File: config.mk
export PLATFORM = sky130hd
export DESIGN_NAME = prom_rd_ctrl
export DESIGN_NICKNAME = d
export VERILOG_FILES = /design/src/rtl/prom_pkg.sv /design/src/rtl/prom_wait_timer.sv /design/src/rtl/prom_oe_drv.sv /design/src/rtl/prom_data_fmt.sv /design/src/rtl/prom_rd_ctrl.sv
export SDC_FILE = /design/constraint.sdc
export NUM_CORES = 1
export LEC_CHECK = 0
export CAP_MARGIN = 20
export CELL_PAD_IN_SITES_DETAIL_PLACEMENT = 1
export CELL_PAD_IN_SITES_GLOBAL_PLACEMENT = 1
export CORE_ASPECT_RATIO = 0.6
export CORE_MARGIN = 1.5
export CORE_UTILIZATION = 29
export DETAILED_ROUTE_END_ITERATION = 10
export PLACE_DENSITY_LB_ADDON = 0.1
export SLEW_MARGIN = 20
export SYNTH_ARGS = -nofsm -noshare
export SYNTH_HDL_FRONTEND = slang
export SYNTH_SLANG_ARGS = --single-unit
File: constraint.sdc
create_clock -name clk -period 1.6 [get_ports clk]
set_input_delay 0.48 -clock clk [delete_from_list [all_inputs] [get_ports clk]]
set_output_delay 0.48 -clock clk [all_outputs]
set_load 0.005 [all_outputs]
File: src/rtl/prom_pkg.sv
package prom_pkg;

   typedef enum logic [1:0] {
      ST_IDLE    = 2'd0,
      ST_SWITCH  = 2'd1,
      ST_ACCESS  = 2'd2,
      ST_RECOVER = 2'd3
   } prom_state_e;

   // output-enable polarity options
   localparam int OE_ACT_LOW  = 0;
   localparam int OE_ACT_HIGH = 1;
   localparam int OE_IGNORED  = 2;

   function automatic int cyc_ceil(input int ns, input int period_ns);
      return (ns + period_ns - 1) / period_ns;
   endfunction

   function automatic int imax(input int a, input int b);
      return (a > b) ? a : b;
   endfunction

endpackage

File: src/rtl/prom_wait_timer.sv
module prom_wait_timer #(
   parameter int CW = 4
) (
   input  logic          clk,
   input  logic          rst_n,
   input  logic          load,
   input  logic [CW-1:0] load_val,
   output logic          zero
);

   logic [CW-1:0] cnt_q;

   always_ff @(posedge clk or negedge rst_n) begin
      if (!rst_n) begin
         cnt_q <= '0;
      end else if (load) begin
         cnt_q <= load_val;
      end else if (cnt_q != '0) begin
         cnt_q <= cnt_q - 1'b1;
      end
   end

   assign zero = (cnt_q == '0);

endmodule

File: src/rtl/prom_oe_drv.sv
module prom_oe_drv
   import prom_pkg::*;
#(
   parameter int OE_OPT = OE_ACT_LOW
) (
   input  logic enable,
   output logic oe_pin
);

   generate
      if (OE_OPT == OE_ACT_HIGH) begin : g_high
         assign oe_pin = enable;
      end else begin : g_low
         // active-low, also used when the ROM ignores the pin
         assign oe_pin = ~enable;
      end
      if (OE_OPT < OE_ACT_LOW || OE_OPT > OE_IGNORED) begin : g_bad_opt
         $error("prom_oe_drv: OE_OPT out of range");
      end
   endgenerate

endmodule

File: src/rtl/prom_data_fmt.sv
module prom_data_fmt #(
   parameter int DATA_W = 16
) (
   input  logic              word_mode,
   input  logic [DATA_W-1:0] bus,
   output logic [DATA_W-1:0] data
);

   localparam int BYTE_W = DATA_W / 2;

   generate
      if (DATA_W % 2 != 0) begin : g_bad_w
         $error("prom_data_fmt: DATA_W must be even");
      end
   endgenerate

   assign data = word_mode ? bus : {{(DATA_W - BYTE_W){1'b0}}, bus[BYTE_W-1:0]};

endmodule

File: src/rtl/prom_rd_ctrl.sv
module prom_rd_ctrl
   import prom_pkg::*;
#(
   parameter int ADDR_W    = 23,
   parameter int DATA_W    = 16,
   parameter int CLK_NS    = 20,
   parameter int T_ACC_NS  = 120,
   parameter int T_OE_NS   = 25,
   parameter int T_MODE_NS = 120,
   parameter int T_DF_NS   = 20,
   parameter int OE_OPT    = OE_ACT_LOW
) (
   input  logic              clk,
   input  logic              rst_n,
   input  logic              req_valid,
   output logic              req_ready,
   input  logic [ADDR_W:0]   req_addr,
   input  logic              req_word,
   output logic              rsp_valid,
   output logic [DATA_W-1:0] rsp_data,
   input  logic              rsp_ready,
   output logic              rom_ce_n,
   output logic              rom_oe,
   output logic              rom_word,
   output logic [ADDR_W-1:0] rom_addr,
   output logic              rom_sh_o,
   output logic              rom_sh_oe,
   input  logic [DATA_W-1:0] rom_dq_i
);

   localparam int ACC_WAIT  = imax(cyc_ceil(T_ACC_NS, CLK_NS), cyc_ceil(T_OE_NS, CLK_NS));
   localparam int MODE_WAIT = cyc_ceil(T_MODE_NS, CLK_NS);
   localparam int TURN_WAIT = imax(cyc_ceil(T_DF_NS, CLK_NS), 1);
   localparam int MAX_WAIT  = imax(imax(ACC_WAIT, MODE_WAIT), TURN_WAIT);
   localparam int CW        = $clog2(MAX_WAIT + 1);
   localparam int KW        = $clog2(MAX_WAIT + 2) + 1;
   localparam logic [CW-1:0] ACC_LD  = CW'(ACC_WAIT - 1);
   localparam logic [CW-1:0] MODE_LD = CW'(MODE_WAIT - 1);
   localparam logic [CW-1:0] TURN_LD = CW'(TURN_WAIT - 1);

   generate
      if (ACC_WAIT < 1 || MODE_WAIT < 1) begin : g_bad_wait
         $error("prom_rd_ctrl: wait counts must be at least one cycle");
      end
      if (ADDR_W < 2 || DATA_W < 2) begin : g_bad_width
         $error("prom_rd_ctrl: address or data width too small");
      end
   endgenerate

   prom_state_e       state_q;
   logic              mode_q;
   logic              lsb_q;
   logic              ce_n_q;
   logic [ADDR_W-1:0] addr_q;
   logic              rsp_valid_q;
   logic [DATA_W-1:0] rsp_data_q;
   logic              tmr_load;
   logic [CW-1:0]     tmr_val;
   logic              tmr_zero;
   logic [DATA_W-1:0] fmt_data;
   logic              accept;
   logic              need_switch;

   assign req_ready   = (state_q == ST_IDLE) && !rsp_valid_q;
   assign accept      = req_valid && req_ready;
   assign need_switch = (req_word != mode_q);

   prom_wait_timer #(.CW(CW)) u_timer (
      .clk      (clk),
      .rst_n    (rst_n),
      .load     (tmr_load),
      .load_val (tmr_val),
      .zero     (tmr_zero)
   );

   prom_data_fmt #(.DATA_W(DATA_W)) u_fmt (
      .word_mode (mode_q),
      .bus       (rom_dq_i),
      .data      (fmt_data)
   );

   prom_oe_drv #(.OE_OPT(OE_OPT)) u_oe (
      .enable (!ce_n_q),
      .oe_pin (rom_oe)
   );

   always_comb begin
      tmr_load = 1'b0;
      tmr_val  = '0;
      case (state_q)
         ST_IDLE: begin
            if (accept) begin
               tmr_load = 1'b1;
               tmr_val  = need_switch ? MODE_LD : ACC_LD;
            end
         end
         ST_SWITCH: begin
            if (tmr_zero) begin
               tmr_load = 1'b1;
               tmr_val  = ACC_LD;
            end
         end
         ST_ACCESS: begin
            if (tmr_zero) begin
               tmr_load = 1'b1;
               tmr_val  = TURN_LD;
            end
         end
         default: ;
      endcase
   end

   always_ff @(posedge clk or negedge rst_n) begin
      if (!rst_n) begin
         state_q     <= ST_IDLE;
         mode_q      <= 1'b1;
         lsb_q       <= 1'b0;
         ce_n_q      <= 1'b1;
         addr_q      <= '0;
         rsp_valid_q <= 1'b0;
         rsp_data_q  <= '0;
      end else begin
         if (rsp_valid_q && rsp_ready) begin
            rsp_valid_q <= 1'b0;
         end
         case (state_q)
            ST_IDLE: begin
               if (accept) begin
                  addr_q <= req_word ? req_addr[ADDR_W-1:0] : req_addr[ADDR_W:1];
                  lsb_q  <= req_word ? 1'b0 : req_addr[0];
                  mode_q <= req_word;
                  if (need_switch) begin
                     state_q <= ST_SWITCH;
                  end else begin
                     state_q <= ST_ACCESS;
                     ce_n_q  <= 1'b0;
                  end
               end
            end
            ST_SWITCH: begin
               if (tmr_zero) begin
                  state_q <= ST_ACCESS;
                  ce_n_q  <= 1'b0;
               end
            end
            ST_ACCESS: begin
               if (tmr_zero) begin
                  rsp_data_q  <= fmt_data;
                  rsp_valid_q <= 1'b1;
                  ce_n_q      <= 1'b1;
                  state_q     <= ST_RECOVER;
               end
            end
            default: begin
               if (tmr_zero) begin
                  state_q <= ST_IDLE;
               end
            end
         endcase
      end
   end

   assign rom_ce_n  = ce_n_q;
   assign rom_word  = mode_q;
   assign rom_addr  = addr_q;
   assign rom_sh_o  = lsb_q;
   assign rom_sh_oe = !mode_q;
   assign rsp_valid = rsp_valid_q;
   assign rsp_data  = rsp_data_q;

   // ---------------- timing monitors for the assertions ----------------
   logic [KW-1:0] low_cnt_q;
   logic [KW-1:0] high_cnt_q;
   logic [KW-1:0] mode_age_q;
   logic          word_d_q;

   always_ff @(posedge clk or negedge rst_n) begin
      if (!rst_n) begin
         low_cnt_q  <= '0;
         high_cnt_q <= KW'(TURN_WAIT + 1);
         mode_age_q <= KW'(MODE_WAIT);
         word_d_q   <= 1'b1;
      end else begin
         word_d_q   <= rom_word;
         low_cnt_q  <= rom_ce_n ? '0 : ((low_cnt_q < KW'(MAX_WAIT + 1)) ? low_cnt_q + 1'b1 : low_cnt_q);
         high_cnt_q <= !rom_ce_n ? '0 : ((high_cnt_q < KW'(TURN_WAIT + 1)) ? high_cnt_q + 1'b1 : high_cnt_q);
         if (rom_word != word_d_q) begin
            mode_age_q <= KW'(1);
         end else if (mode_age_q < KW'(MODE_WAIT)) begin
            mode_age_q <= mode_age_q + 1'b1;
         end
      end
   end

   assert_access_len_R4: assert property (@(posedge clk) disable iff (!rst_n)
      $rose(rom_ce_n) |-> (low_cnt_q == KW'(ACC_WAIT)));

   assert_oe_follows_ce_R5: assert property (@(posedge clk) disable iff (!rst_n)
      (OE_OPT == OE_ACT_HIGH) ? (rom_oe == !rom_ce_n) : (rom_oe == rom_ce_n));

   assert_mode_deselected_R6: assert property (@(posedge clk) disable iff (!rst_n)
      !$stable(rom_word) |-> rom_ce_n);

   assert_mode_settle_R6: assert property (@(posedge clk) disable iff (!rst_n)
      $fell(rom_ce_n) |-> (mode_age_q >= KW'(MODE_WAIT)));

   assert_turnaround_R8: assert property (@(posedge clk) disable iff (!rst_n)
      $fell(rom_ce_n) |-> (high_cnt_q >= KW'(TURN_WAIT + 1)));

   assert_accept_deselected_R8: assert property (@(posedge clk) disable iff (!rst_n)
      (req_valid && req_ready) |-> rom_ce_n);

   assert_rsp_hold_R9: assert property (@(posedge clk) disable iff (!rst_n)
      (rsp_valid && !rsp_ready) |=> (rsp_valid && $stable(rsp_data)));

   assert_byte_upper_zero_R3: assert property (@(posedge clk) disable iff (!rst_n)
      (rsp_valid && !rom_word) |-> (rsp_data[DATA_W-1:DATA_W/2] == '0));

   assert_pins_stable_R10: assert property (@(posedge clk) disable iff (!rst_n)
      (!rom_ce_n && $past(!rom_ce_n)) |-> ($stable(rom_addr) && $stable(rom_word) && $stable(rom_sh_o)));

endmodule

==> run_results.csv <==
group,metric,value,unit
yosys,muxShareOfSynthArea,16.6,%
routing,first_pass_iters,4,
critical_path,critPathTopFamily,"flip-flops",
clocking,clock_sinks,48,
routing,vias,1900,
status,outcome,"finished with violations",
final_layout,final_cells,429,
clocking,clk_pin_slew,0.07,ns
die,rows,24,
sta,finalHoldViolCount,0,
sta,fin_ws,-0.0242,ns
pwr,cellPowerDensity,1730,nW/um^2
yosys,synthFlopType,"dfrtp_1",
grt,grt_use_met1,23.5,%
critical_path,crit_buf_inv,3,
yosys,yosysMostFrequentCell,"dfrtp_1",
yosys,yosysTopAreaCell,"dfrtp_1",
yosys,synthAdderAreaFrac,3.34,%
grt,grt_util_met3,5.67,%
critical_path,r2r_start,"state_q[0]",
placement,gp_congestion,0.728,
sta,setup_viol,1,
grt,antenna_found_initial,0,
die,die_area,8310,sq um
critical_path,cp_cell_sequence,"inv_2 -> ha_4 -> inv_2 -> nor2_2 -> buf_2",
placement,numPortBuffers,90,
placement,post-place-ws,-0.239,ns
die,ios,91,
grt,grt_max_degree,29,
clocking,hold_buffers,0,
yosys,postSynth.asyncResetShare,100,%
critical_path,rrSetupSlack,0.06,ns
die,core_area,7390,sq um
critical_path,r2r-end,"u_timer.cnt_q[2]",
yosys,synth_compound_gate_area_share,10.7,%
yosys,ys_warn_count,0,
clocking,cts_max_level,2,
yosys,synth-simple-area-share,11.0,%
yosys,synth_edf_count,0,
yosys,synth_top_area_share,51.2,%
grt,grt.busiest_layer,"met1",
placement,dp.cells,415,
final_layout,ff_latch_area,1200,sq um
die,start_util,30.5,%
worst_hold_path,hp-class,"input pin to asynchronous set/reset pin",
routing,route.detailed.drc,0,
critical_path,endpoint,"req_ready",
yosys,synth_xor_xnor_area_share,0.723,%
final_layout,area_delta_synth_final,58.3,%
critical_path,required,1.12,ns
critical_path,critPathMostFrequentCell,"inv_2",
final_layout,multi_input_area,980,sq um
die,die_w,117,um
critical_path,cp-startpoint,"state_q[0]",
pwr,power.total,6.16,mW
critical_path,max_stage_delay,0.40,ns
sta,fmaxAchievable,0.616,GHz
placement,dp_hpwl,4760,um
grt,track_usage,16.4,%
critical_path,cp_max_fo,2,
final_layout,fillCellCount,852,
critical_path,cp_slowest_cell,"dfrtp_1",
status,violations,"setup timing",
grt,grt_pass1_wl,10300,um
routing,route.antenna.remaining_nets,0,
flow_run,max_cap_viol_count,0,
routing,wl_per_cell,14.5,um
routing,drt_wl_total,6240,um
final_layout,drive_above_1_share,18.2,%
routing,drtIter0Drc,37,
critical_path,reg2regPathDepth,8,
routing,routed_via_density,4.43,
sta,drv_slew,0,
yosys,yosysUniqueCellTypes,25,
critical_path,cp.arrival,1.14,ns
sta,worst_pin_slew,0.552,ns
sta,post-route-min-period,1.62,ns
die,fp.dieH,71.2,um
yosys,synth_commonest_cells,"dfrtp_1 (46), nand2_1 (44), o21ai_0 (36), mux2i_1 (25), inv_1 (8)",
final_layout,nets,375,
yosys,syn_area_per_cell,10.5,sq um
yosys,ys_top_cells_by_area,"dfrtp_1 (51%), mux2i_1 (11%), o21ai_0 (8.0%)",
clocking,root_buffer,"clkbuf_16",
grt,grt_pass1_vias,2026,
clocking,cts_tree,"yes",
sta,rsz0062_at_grt,"yes",
clocking,clk_path_buf_depth,2,
sta,maxSlewHeadroom,63.2,%
critical_path,cp-start-kind,"flop",
yosys,ys_seq_area_share,53.5,%
pwr,total_leakage_power,1.75,nW
yosys,synth_area,2250,sq um
yosys,netlist_instances,214,
yosys,synth_top_family_by_area,"multiplexers",
critical_path,critPathCaptureType,"output port",
critical_path,path_class,"flop to output port",
sta,fin_crit_sh,102,%
clocking,worst_skew_pair.late_latency,0.29,ns
grt,grt_use_met2,22.9,%
yosys,syn_nets,265,
sta,fin_setup_tns,-0.0242,ns
final_layout,diodes,0,
yosys,synth_seq_cells,48,
pwr,vdd_drop_max,0.000571,V
clocking,numCtsBuffers,5,
critical_path,path_depth,5,
sta,fin_skew,0.00724,ns
grt,grt_overflow,0,
[cell usage in the layout, fill, tap and decap left out, drive strengths merged, types with 3 or more instances in the layout]
cell type / Yosys / layout
dlygate4sd2: 0 / 42
ha: 6 / 6
dfrtp: 46 / 46
mux2: 10 / 10
mux2i: 25 / 25
nand2: 45 / 45
o21ai: 36 / 36
a31oi: 3 / 3
nand3: 3 / 3
clkbuf: 5 / 6
inv: 8 / 9
clkdlybuf4s50: 0 / 43
nand2b: 3 / 3
nor2: 6 / 6
buf: 7 / 29
[metal layers]
layer	vias to the layer above	wire [um]
met4	0	93
met1	908	3100
li1	943	-
met2	41	2670
met3	8	370
met5	-	0
[stage by stage]
| step | utilization (%) | hold WS, ns | instance area, sq um |
|---|---|---|---|
| finish | 48.2 | 0.173 | 3560 |
| global route | 48.2 | 0.201 | 3560 |
| CTS | 47.7 | 0.183 | 3520 |
| detailed placement | 46.0 | 0.470 | 3400 |
| global placement | 46.0 | 0.462 | 3400 |
| floorplan | - | 0.184 | 2250 |
[how the worst min path moves through the flow]
stage / end / slack (ns) / cells after the start
detailed placement: rom_addr[5] / 0.47 / 2
global route: state_q[1] / 0.20 / 1
CTS: state_q[1] / 0.18 / 1
floorplan: rom_addr[0] / 0.18 / 0
finish: rsp_data[5] / 0.17 / 1
global placement: rom_addr[21] / 0.46 / 2
[area by class of cell]
cell class                      instances  share of cell area, %
Multi-Input combinational cell        146                   27.5
Clock inverter                          2                  0.387
Timing Repair Buffer                  115                   29.9
Clock buffer                            6                   3.90
Tap cell                              104                   3.65
Sequential cell                        48                   33.8
Inverter                                8                  0.843
[sequential cells by signal, indices dropped and copies added, names as in the netlist]
name,count
rsp_data,16
state_q,2
rom_ce_n,1
rsp_valid,1
rom_sh_o,1
u_timer.cnt_q,3
rom_addr,23
rom_word,1
[repair_timing]
action                                  CTS  global route
endpoints found under the setup margin   46             9
buffers inserted                          4             2
gates resized for setup                  59             7
pin swaps                                 0             2
[cells by family (layout without fill, tap and decap cells)]
group / after synthesis / count (layout)
xor gates and xnor gates: 1 / 1
and+or+nand+nor: 59 / 59
AOI/OAI and AO/OA: 45 / 45
adders and majority gates: 6 / 6
DFF: 48 / 48
muxes: 35 / 35
buffers and inverters: 20 / 131
[worst reg2reg max path, stage by stage (launching register included)]
cell	delay, ns
dfrtp_1	0.38
inv_2	0.06
ha_4	0.16
buf_4	0.12
buf_4	0.14
nand3_2	0.13
buf_4	0.15
a21oi_1	0.06
a211o_1	0.22
[power breakdown]
part	total (mW)	leakage [nW]	internal (mW)	switching [mW]
combinational	2.94	1.08	1.62	1.32
sequential	2.15	0.588	1.82	0.324
clock	1.08	0.0772	0.625	0.455
Power figures use the tool's default switching activity.
